[src/rtl/scan_port_pkg.sv]
`timescale 1ns/1ps
package scan_port_pkg;
  localparam logic [7:0] CMD_SELFTEST  = 8'hAA;
  localparam logic [7:0] CMD_ENABLE    = 8'hAE;
  localparam logic [7:0] CMD_LEDSET    = 8'hED;
  localparam logic [7:0] SELFTEST_PASS = 8'h55;
  localparam int OFS_STATUS = 0;
  localparam int OFS_DATA   = 4;
  localparam int BIT_READY  = 0;
  localparam int BIT_OVER   = 1;
  localparam int BIT_EN     = 2;
  localparam int BIT_PEND   = 3;

  // strobes from control to datapath, one cycle each
  typedef struct packed {
    logic statusRead;
    logic dataRead;
    logic selfTest;
    logic ledLoad;
    logic keyAccept;
    logic keyDrop;
  } strobe_t;
endpackage

[src/rtl/scan_port_ctrl.sv]
`timescale 1ns/1ps
module scan_port_ctrl
  import scan_port_pkg::*;
#(
  parameter int ADDR_W = 3,
  parameter int DATA_W = 8
) (
  input  logic              clk,
  input  logic              rstN,
  input  logic              busSel,
  input  logic              busWrite,
  input  logic [ADDR_W-1:0] busAddr,
  input  logic [DATA_W-1:0] busWdata,
  input  logic              keyValid,
  input  logic              readyFlag,
  output strobe_t           strobe,
  output logic              enabledFlag,
  output logic              ledPendFlag
);
  localparam logic [ADDR_W-1:0] STATUS_OFS = ADDR_W'(OFS_STATUS);
  localparam logic [ADDR_W-1:0] DATA_OFS   = ADDR_W'(OFS_DATA);

  logic hitStatus, hitData;
  logic cmdWrite, dataWrite;
  logic isSelfTest, isEnable, isLedSet;
  logic readyAfterRead;
  logic enabledQ, pendQ;

  assign hitStatus = busSel && (busAddr == STATUS_OFS);
  assign hitData   = busSel && (busAddr == DATA_OFS);
  assign cmdWrite  = hitStatus && busWrite;
  assign dataWrite = hitData && busWrite;

  assign isSelfTest = cmdWrite && (busWdata == DATA_W'(CMD_SELFTEST));
  assign isEnable   = cmdWrite && (busWdata == DATA_W'(CMD_ENABLE));
  assign isLedSet   = cmdWrite && (busWdata == DATA_W'(CMD_LEDSET));

  // a data read in this cycle frees the holding byte for an arrival
  assign readyAfterRead = readyFlag && !(hitData && !busWrite);

  always_comb begin
    strobe            = '0;
    strobe.statusRead = hitStatus && !busWrite;
    strobe.dataRead   = hitData && !busWrite;
    strobe.selfTest   = isSelfTest;
    strobe.ledLoad    = dataWrite && pendQ;
    strobe.keyAccept  = keyValid && enabledQ && !readyAfterRead && !isSelfTest;
    strobe.keyDrop    = keyValid && enabledQ && readyAfterRead && !isSelfTest;
  end

  always_ff @(posedge clk) begin
    if (!rstN) begin
      enabledQ <= 1'b0;
      pendQ    <= 1'b0;
    end else begin
      if (isSelfTest) begin
        enabledQ <= 1'b0;
        pendQ    <= 1'b0;
      end else begin
        if (isEnable) enabledQ <= 1'b1;
        if (isLedSet) pendQ <= 1'b1;
        else if (dataWrite && pendQ) pendQ <= 1'b0;
      end
    end
  end

  assign enabledFlag = enabledQ;
  assign ledPendFlag = pendQ;
endmodule

[src/rtl/scan_port_dp.sv]
`timescale 1ns/1ps
module scan_port_dp
  import scan_port_pkg::*;
#(
  parameter int ADDR_W = 3,
  parameter int DATA_W = 8,
  parameter int LED_W  = 3
) (
  input  logic              clk,
  input  logic              rstN,
  input  strobe_t           strobe,
  input  logic              busSel,
  input  logic              busWrite,
  input  logic [ADDR_W-1:0] busAddr,
  input  logic [DATA_W-1:0] busWdata,
  input  logic [DATA_W-1:0] keyCode,
  input  logic              enabledFlag,
  input  logic              ledPendFlag,
  output logic [DATA_W-1:0] busRdata,
  output logic              readyFlag,
  output logic              overrunFlag,
  output logic [LED_W-1:0]  ledOut
);
  localparam logic [ADDR_W-1:0] STATUS_OFS = ADDR_W'(OFS_STATUS);
  localparam logic [ADDR_W-1:0] DATA_OFS   = ADDR_W'(OFS_DATA);

  logic [DATA_W-1:0] dataQ;
  logic              readyQ, overQ;
  logic [LED_W-1:0]  ledQ;
  logic [DATA_W-1:0] statusByte;

  always_ff @(posedge clk) begin
    if (!rstN) begin
      dataQ  <= '0;
      readyQ <= 1'b0;
      overQ  <= 1'b0;
      ledQ   <= '0;
    end else begin
      if (strobe.selfTest) begin
        dataQ  <= DATA_W'(SELFTEST_PASS);
        readyQ <= 1'b1;
        overQ  <= 1'b0;
      end else begin
        if (strobe.keyAccept) begin
          dataQ  <= keyCode;
          readyQ <= 1'b1;
        end else if (strobe.dataRead) begin
          readyQ <= 1'b0;
        end
        if (strobe.keyDrop) overQ <= 1'b1;
        else if (strobe.statusRead) overQ <= 1'b0;
      end
      if (strobe.ledLoad) ledQ <= busWdata[LED_W-1:0];
    end
  end

  always_comb begin
    statusByte            = '0;
    statusByte[BIT_READY] = readyQ;
    statusByte[BIT_OVER]  = overQ;
    statusByte[BIT_EN]    = enabledFlag;
    statusByte[BIT_PEND]  = ledPendFlag;
  end

  always_comb begin
    busRdata = '0;
    if (busSel && !busWrite) begin
      if (busAddr == STATUS_OFS)    busRdata = statusByte;
      else if (busAddr == DATA_OFS) busRdata = dataQ;
    end
  end

  assign readyFlag   = readyQ;
  assign overrunFlag = overQ;
  assign ledOut      = ledQ;
endmodule

[src/rtl/scan_port.sv]
`timescale 1ns/1ps
module scan_port
  import scan_port_pkg::*;
#(
  parameter int ADDR_W = 3,
  parameter int DATA_W = 8,
  parameter int LED_W  = 3
) (
  input  logic              clk,
  input  logic              rstN,
  input  logic              busSel,
  input  logic              busWrite,
  input  logic [ADDR_W-1:0] busAddr,
  input  logic [DATA_W-1:0] busWdata,
  output logic [DATA_W-1:0] busRdata,
  input  logic              keyValid,
  input  logic [DATA_W-1:0] keyCode,
  output logic [LED_W-1:0]  ledOut
);
  strobe_t strobe;
  logic    readyFlag, overrunFlag, enabledFlag, ledPendFlag;

  scan_port_ctrl #(.ADDR_W(ADDR_W), .DATA_W(DATA_W)) u_ctrl (
    .clk(clk), .rstN(rstN), .busSel(busSel), .busWrite(busWrite),
    .busAddr(busAddr), .busWdata(busWdata), .keyValid(keyValid),
    .readyFlag(readyFlag), .strobe(strobe),
    .enabledFlag(enabledFlag), .ledPendFlag(ledPendFlag)
  );

  scan_port_dp #(.ADDR_W(ADDR_W), .DATA_W(DATA_W), .LED_W(LED_W)) u_dp (
    .clk(clk), .rstN(rstN), .strobe(strobe), .busSel(busSel),
    .busWrite(busWrite), .busAddr(busAddr), .busWdata(busWdata),
    .keyCode(keyCode), .enabledFlag(enabledFlag), .ledPendFlag(ledPendFlag),
    .busRdata(busRdata), .readyFlag(readyFlag), .overrunFlag(overrunFlag),
    .ledOut(ledOut)
  );
endmodule

[config.mk]
export PLATFORM = sky130hd
export DESIGN_NAME = scan_port
export DESIGN_NICKNAME = d
export VERILOG_FILES = /design/src/rtl/scan_port_pkg.sv /design/src/rtl/scan_port_ctrl.sv /design/src/rtl/scan_port_dp.sv /design/src/rtl/scan_port.sv
export SDC_FILE = /design/constraint.sdc
export NUM_CORES = 1
export LEC_CHECK = 0
export ABC_AREA = 0
export BUFFER_PORTS_ARGS = -buffer_cell sky130_fd_sc_hd__buf_2
export CAP_MARGIN = 20
export CORE_MARGIN = 2
export CORE_UTILIZATION = 28
export DETAILED_ROUTE_END_ITERATION = 7
export SLEW_MARGIN = 20
export SYNTH_ARGS = -nofsm -noshare
export SYNTH_HDL_FRONTEND = slang
export SYNTH_SLANG_ARGS = --single-unit
[constraint.sdc]
create_clock -name clk -period 1.42 [get_ports clk]
set_input_delay 0.142 -clock clk [delete_from_list [all_inputs] [get_ports clk]]
set_output_delay 0.142 -clock clk [all_outputs]
set_load 0.005 [all_outputs]
Yosys cells after proc, flatten, opt, wreduce, memory -nomap -nowiden
Cells that the tools add are included.

Equality and inequality tests: 4. Multiplexer cells: 12. Bitwise gates (word level): 1. Reductions and logical operators: 27.

Operator list (number): == test 8 bit, second input constant (3); two-way mux 8 bit (3); logical AND 1 bit (17); two-way mux 7 bit (2); two-way mux 1 bit (7); nonzero test 2 bit (3); zero test 1 bit (4); == test 3 bit, second input constant (1); zero test 3 bit (1); nonzero test 3 bit (1); OR reduction 2 bit (1); inverter 1 bit (1).

Register bits: 15. Bits of input ports: 24.

Logic depth before layout (Yosys ltp)
Gate-level depths: netlist (run 1).

Word-level depth: 10. Depth in mapped cells: 5.

Modules after synthesis
A second synthesis (run 1) with hierarchy kept.

Cells, all modules: 85. Area total of the unflattened synthesis: 830.8 sq um.

By module, submodules not included: scan_port_dp (instances 1, cells each 58, area each 590.6 sq um); scan_port_ctrl (instances 1, cells each 27, area each 240.2 sq um).

Least setup slack after synthesis (run 1)
Ideal clock, no wire load.

Kind: input -> register. From: input port busWrite. To: register u_dp.dataQ[0]. Data arrival time: 1.294 ns. Data required time: 1.300 ns. Slack: 0.006 ns. Stages: 5. Cell sequence: or4b_4 -> o21ai_2 -> buf_6 -> a21boi_1 -> o31a_1.

Longest elaborated chain between the ends: 8. Elaborated cells between the ends (all ways): 12. Classes of those cells: 1 x mux; 11 x reduce/logical.

RTL lines: start, declared (line scan_port.sv:12) `input logic busWrite,`; zero test 1 bit (line scan_port_ctrl.sv:39) `assign readyAfterRead = readyFlag && !(hitData && !busWrite);`; logical AND 1 bit (line scan_port_ctrl.sv:39); zero test 1 bit (line scan_port_ctrl.sv:39); logical AND 1 bit (line scan_port_ctrl.sv:39); zero test 1 bit (line scan_port_ctrl.sv:47) `strobe.keyAccept = keyValid && enabledQ && !readyAfterRead && !isSelfTest;`; logical AND 1 bit (2 in series) (line scan_port_ctrl.sv:47); nonzero test 2 bit (no line); end signal, assigned (line scan_port_dp.sv:40) `dataQ <= DATA_W'(SELFTEST_PASS);`; end signal, assigned (line scan_port_dp.sv:45) `dataQ <= keyCode;`; end, declared (line scan_port_dp.sv:27) `logic [DATA_W-1:0] dataQ;`.

Parallel ways exist; a longest one is shown, timed or not. A chain may end at the register's enable or synchronous reset.

Worst setup path in the final report (run 1)
From: input port busWrite. To: output port busRdata[0].

Longest elaborated chain between the ends: 3.

RTL lines: zero test 1 bit (line scan_port_dp.sv:67) `if (busSel && !busWrite) begin`; logical AND 1 bit (line scan_port_dp.sv:67); two-way mux 8 bit (line scan_port_dp.sv:67); end, declared (line scan_port.sv:15) `output logic [DATA_W-1:0] busRdata,`.

No other way between the ends.

==> results of run 1 <==
-- metrics by stage --
step | cells | hold slack, ps | cell area, sq um
global placement | 159 | 404 | 1060
CTS | 164 | 99.4 | 1100
finish | 164 | 111 | 1130
detailed placement | 159 | 406 | 1060
global route | 164 | 103 | 1130
floorplan | 86 | 282 | 797
-- worst register-to-register path, cell delays in order (launching register included) --
cell	delay, ps
dfxtp_1	370
a21boi_0	500
o21ai_0	200
a21oi_2	170
-- layout by cell type, fill, tap and decap left out, drive strengths merged --
master / instances
clkinv: 1
nand4b: 2
and2: 1
or4b: 1
nor3b: 1
inv: 1
o21ai: 8
a32oi: 1
and4bb: 1
nor2b: 3
a21boi: 5
clkbuf: 3
a21oi: 5
buf: 47
mux2i: 3
o31a: 5
nor4b: 2
dfxtp: 15
a22o: 4
nor2: 4
and4b: 1
nand3: 6
and3: 9
nand2: 4
-- state kept, by name, summed over array words and instances (netlist names) --
name / flops
u_ctrl.enabledFlag: 1
u_ctrl.ledPendFlag: 1
u_dp.dataQ: 8
u_dp.ledOut: 3
u_dp.overrunFlag: 1
u_dp.readyFlag: 1
-- report_power, final --
group	switching (mW)	internal (mW)
combinational	0.0373	0.0481
clock	0.134	0.104
sequential	0.0000328	0.420
total	0.171	0.573
-- cell type report --
type	instances	share of cell area (%)
Clock inverter	1	0.444
Sequential cell	15	26.6
Clock buffer	3	2.00
Multi-Input combinational cell	66	42.2
Tap cell	31	3.44
Timing Repair Buffer	47	25.0
Inverter	1	0.333
-- how the worst max path moves through the flow --
stage | slack, ps | depth (start not counted) | endpoint
after detailed placement | -140 | 6 | u_dp.dataQ[1]
after global routing | -50 | 6 | busRdata[2]
after CTS | -8 | 6 | busRdata[0]
final | -10 | 6 | busRdata[0]
after floorplan | 6 | 5 | u_dp.dataQ[0]
after global placement | -130 | 6 | u_dp.dataQ[1]
-- repair_timing --
| action | CTS | global route |
|---|---|---|
| hold buffers | 0 | 0 |
| endpoints found under the setup margin | 7 | 9 |
| gates resized for setup | 1 | 7 |
| pin swaps | 1 | 6 |
| setup buffers | 1 | 0 |
-- metal layers --
metal	vias to the layer above	wire length, um
met1	389	865
met2	12	1080
li1	421	-
met5	-	0
met3	0	75
met4	0	0
-- cell families after synthesis --
kind of cell | Yosys count | synth area share, %
and+or+nand+nor | 35 | 28.6
DFF | 15 | 37.7
buffers and inverters | 5 | 5.18
AOI/OAI and AO/OA | 28 | 24.8
muxes | 3 | 3.77
==> results by group, run 1 <==
Die
  • Standard-cell row count: 19
  • Die footprint: between 3000 and 4000 sq um
  • Initial standard-cell utilization of the core: 29.2%
  • Y dimension of the die: approximately 57 um
  • Width of the die: around 57 um
  • Top-Level Pins: 35
  • Core region area: 2730 sq um

Setup path
  • CP Launch Point: busWrite
  • FF-to-FF path depth: 3
  • Cell breakdown of the critical path: buf_6 > or4b_4 > nor2_4 > buf_6 > a22o_1 > buf_2
  • Cell mode on critical path: buf_6
  • Critical path's largest stage delay: between 500 and 600 ps
  • Worst reg2reg path endpoint: u_dp.dataQ[1]
  • Startpoint-to-endpoint class of the critical path: input pin to output pin
  • Number of buffer and inverter stages on the critical path: 3
  • CP endpoint kind: output pin
  • Flop2flop setup slack: 130 ps
  • Category of cells accounting for the largest share of critical-path delay: simple AND/OR/NAND/NOR gates
  • Required time reported for the critical path endpoint: 1280 ps
  • Origin of the critical flop-to-flop path: u_dp.readyFlag
  • Crit path arrival time: 1290 ps
  • Top fanout value on the critical path: 4
  • Kind of start point of the critical path: input pin
  • Library cell contributing the largest single delay on the critical path: or4b_4

Global route
  • Number of antenna violations at the first check in global routing: 0
  • Number of global-route vias before repair: 753
  • Met3 Track Usage GR: 2.04%
  • Met2 usage in global routing: 21.1%
  • Pin count of the biggest net entering global routing: 15
  • Highest-utilization routing layer at the global route stage: met2
  • Leftover overflow at the end of global routing: 0
  • Overall routing resource usage: between 10% and 20%
  • First-pass GRT wire length: approximately 3.2 mm
  • Met1 usage in global routing: about 16%

Yosys
  • Cell types occupying the most area after synthesis: dfxtp_1 38%, o31a_1 5.5%, and3_2 4.7%
  • Number of unique standard cell types used by synthesis: 29
  • Share of Yosys cell area claimed by the top area cell type: 37.7%
  • Most area-hungry cell type in the Yosys netlist: dfxtp_1
  • Count of flip-flops with a built-in enable after synthesis: 0
  • Most instantiated cells after synthesis: 15 x dfxtp_1, 7 x o21ai_0, 6 x nand3_1
  • Combined area of all synthesized cells: 797 sq um
  • Share of async-settable or async-resettable flops after synthesis: 0%
  • Number of flip-flops and latches in the synthesized netlist: 15
  • Per-instance average area after synthesis: 9.27 sq um
  • Part of the Yosys area used for sequential elements: 37.7%
  • Post-Synthesis Net Count: 110
  • Number of warnings printed during yosys synthesis: 0
  • Dominant cell by count in the synthesized netlist: dfxtp_1
  • Mapped Cells: 86
  • Main synth FF type: dfxtp_1

Final layout
  • Antenna Cells: 0
  • Core occupancy in the finished layout: 41.2%
  • Final net count: 158
  • Register area: 300 sq um
  • Ratio of cells with drive above 1 in the final layout: just under 50%
  • Area occupied by multi-input gates: 475 sq um
  • Area growth, synth to finish: 41.4%
  • Number of fill cells in the layout: about 290

Pwr
  • Total leakage power: about 0.53 nW
  • Pwr Total: 0.744 mW
  • Peak supply drop: 0.000366 V
  • P per Cell Area: 660 nW/um^2

Clocking
  • Worst-path clk slew: 90 ps
  • Maximum buffer depth of the clock tree: 2
  • Clock tree sinks: 15
  • Clock latency of the later-clocked register in the worst-skew pair: approximately 280 ps
  • Number of clock buffers inserted by TritonCTS: 3
  • # H-tree levels: 1
  • CTS tree: built
  • Clock tree root buffer cell: clkbuf_4

Timing
  • RSZ-0062 raised after global routing: yes
  • Hold violation count in the final report: 0
  • Final-report max-slew violation count: 0
  • Setup WS post-layout: -9.65 ps
  • Max transition margin: 62.0%
  • Transition time at the pin with the least slew margin: 565 ps
  • Clock skew after layout: approximately 3.6 ps
  • Post-Route Setup TNS: -15.7 ps
  • Post-route minimum period: between 1000 and 1500 ps
  • Final worst-path cycle share: 101%
  • Highest clock frequency the design can meet: approximately 0.7 GHz
  • Number of setup violations in the final report: 2

Drt
  • Final wirelength: 2.02 mm
  • 1st-iter DRT viols: 8
  • Detailed Routing Iterations Pass 1: 4
  • Total vias in the final route: 822
  • DRC: 0
  • Drt via density: around 5.0
  • DR WL/cell: 12.3 um
  • DRT antenna net count: 0

Placed design
  • Pre-CTS setup slack: -144 ps
  • # port buffers: 34
  • Last weighted congestion value of the routability-driven placer: approximately 0.76
  • Placed wire-length estimate: 1.62 mm

Worst hold path
  • Hold WC Path Type: input pin to flop
  • Hold depth: 3
  • Source of the worst hold timing path: keyCode[5]
  • Min-Delay Endpoint: u_dp.dataQ[5]

Outcome
  • Violated checks: negative setup slack
  • Run status: complete, but fails checks

Flow run
  • Max-cap violations: 0
Power figures use the tool's default switching activity.
==> run 2, diff against run 1 <==
==> constraint.sdc (replaced) <==
create_clock -name clk -period 1.7 [get_ports clk]
set_input_delay 0.17 -clock clk [delete_from_list [all_inputs] [get_ports clk]]
set_output_delay 0.17 -clock clk [all_outputs]
set_load 0.005 [all_outputs]
==> run 2 against run 1 <==
  * Final area fell by 9.8%
  * Clock-buffer cell count increased by 1
  * Critical endpoint unchanged
  * Wire length down 4.9%
  * Clock power decreased by 13%
  * Die area unchanged
  * Worst setup slack gained 130 ps
  * Clock skew decreased by 2.4 ps
  * Total power down 18%
  * Register-to-register slack gained 330 ps
  * Critical path type unchanged
  * The run now ends clean
  * Sequential cell count stayed put
  * Sequential share of layout area grew 2.9 points
  * Sequential power down 16%
==> results by group, run 2 (synthesis gave the netlist of run 1 again) <==
Outcome
  • Run status: complete, no violations

Final layout
  • Commonest cells after routing, fill and taps aside: 34 x buf_2, 15 x dfxtp_1, 7 x o21ai_0, 6 x nand3_1
  • Final net count: 148
  • Largest register by flop count: u_dp.dataQ
  • Antenna Cells: 0
  • Flip-flop count of the largest register after layout: 8
  • Core occupancy in the finished layout: 37.2%
  • Final cell area excluding filler cells: 1020 sq um
  • Register area: 300 sq um
  • Area growth, synth to finish: 27.6%
  • Area occupied by multi-input gates: 455 sq um
  • Final instance count without filler cells: 154
  • Most common cell after layout, fill and taps aside: buf_2
  • Number of fill cells in the layout: about 290
  • Ratio of cells with drive above 1 in the final layout: 40.7%

Timing
  • Highest clock frequency the design can meet: 0.635 GHz
  • Final-report max-slew violation count: 0
  • RSZ-0062 raised after global routing: no
  • Number of setup violations in the final report: 0
  • Post-route minimum period: 1570 ps
  • Max transition margin: 62.7%
  • Clock skew after layout: approximately 1.2 ps
  • Hold violation count in the final report: 0
  • Post-Route Setup TNS: 0 ps
  • Worst hold slack: 127 ps
  • Transition time at the pin with the least slew margin: 554 ps
  • Setup WS post-layout: 125 ps
  • Final worst-path cycle share: 92.6%

Worst hold path
  • Hold WC Path Type: input pin to flop
  • Min-Delay Endpoint: u_dp.dataQ[7]
  • Hold depth: 3
  • Source of the worst hold timing path: keyCode[7]

Setup path
  • Worst reg2reg path endpoint: u_dp.dataQ[5]
  • Startpoint-to-endpoint class of the critical path: input pin to output pin
  • Crit path arrival time: 1400 ps
  • Library cell contributing the largest single delay on the critical path: or4b_4
  • Cell mode on critical path: buf_2
  • Kind of start point of the critical path: input pin
  • FF-to-FF path depth: 3
  • CP endpoint kind: output pin
  • Flop2flop setup slack: 460 ps
  • Cell breakdown of the critical path: buf_2 > or4b_4 > nor2_1 > a22o_1 > buf_2
  • Origin of the critical flop-to-flop path: u_dp.readyFlag
  • Required time reported for the critical path endpoint: 1530 ps
  • Top fanout value on the critical path: 4
  • Critical path's largest stage delay: 560 ps

Placed design
  • Number of placed cells counting well taps: 150
  • Placed wire-length estimate: ~1.5 mm
  • Last weighted congestion value of the routability-driven placer: 0.720
  • Area of placed instances: 991 sq um
  • Pre-CTS setup slack: -2.04 ps
  • # port buffers: 34

Drt
  • DRC: 0
  • 1st-iter DRT viols: 24
  • DR WL/cell: 12.5 um
  • Drt via density: 5.19
  • Total vias in the final route: 799
  • DRT antenna net count: 0
  • Detailed Routing Iterations Pass 1: 4
  • Final wirelength: 1.92 mm

Clocking
  • Clock tree sinks: 15
  • Count of hold buffers inserted by post-cts repair: 0
  • Worst-path clk slew: around 90 ps
  • Number of clock buffers inserted by TritonCTS: 3
  • # H-tree levels: 1
  • Clock latency of the later-clocked register in the worst-skew pair: 280 ps
  • Post-CTS sizing: 0
  • Clock tree root buffer cell: clkbuf_4
  • # Post-CTS Setup Buffers: 0
  • CTS tree: built
  • Maximum buffer depth of the clock tree: 2

Global route
  • Number of global-route vias before repair: 723
  • Overall routing resource usage: 12.4%
  • Number of antenna violations at the first check in global routing: 0
  • First-pass GRT wire length: 3.18 mm
  • Leftover overflow at the end of global routing: 0
  • Pin count of the biggest net entering global routing: 15

Die
  • Die footprint: approximately 3300 sq um
  • Initial standard-cell utilization of the core: between 20% and 30%
  • Standard-cell row count: 19
  • Width of the die: approximately 57 um
  • Core region area: about 2700 sq um
  • Top-Level Pins: 35
  • Y dimension of the die: 57.4 um

Pwr
  • Pwr Total: 0.614 mW
  • P per Cell Area: 603 nW/um^2
  • Total leakage power: 0.479 nW
  • Peak supply drop: 0.000304 V

Flow run
  • Max-cap violations: 0
-- run 2: worst max-delay path by stage --
stage                        start            end  slack (ps)
after floorplan           busWrite  u_dp.dataQ[0]         260
after global placement    busWrite  u_dp.dataQ[2]          40
after detailed placement  busWrite  u_dp.dataQ[0]          -2
after CTS                 busWrite    busRdata[0]         110
after global routing      busWrite    busRdata[2]          30
final                     busWrite    busRdata[0]         130
-- run 2: final cells by class --
class                   instances  share of cell area, %
clock buffers                   4                   2.58
flip-flops and latches         15                   29.5
repair buffers                 37                   18.9
inverters                       1                  0.369
multi-input cells              66                   44.8
well taps                      31                   3.81
-- run 2: worst max-delay path: cells and delay by family --
kind / cells / cell delay, ps
and+or+nand+nor: 2 / 820
buffers and inverters: 2 / 220
AOI/OAI and AO/OA: 1 / 200
-- run 2: power breakdown --
group | internal, mW | switching, mW
sequential | 0.351 | 0.0000283
clock | 0.0910 | 0.115
combinational | 0.0288 | 0.0272
total | 0.471 | 0.143
-- run 2: per-layer routing --
| layer | vias up | GRT usage (%) | part of all wire [%] |
|---|---|---|---|
| met2 | 16 | 19.8 | 49 |
| met4 | 0 | 7.97 | 1.8 |
| li1 | 403 | - | - |
| met5 | - | 0 | 0 |
| met1 | 376 | 15.4 | 46 |
| met3 | 4 | 2.27 | 3.6 |
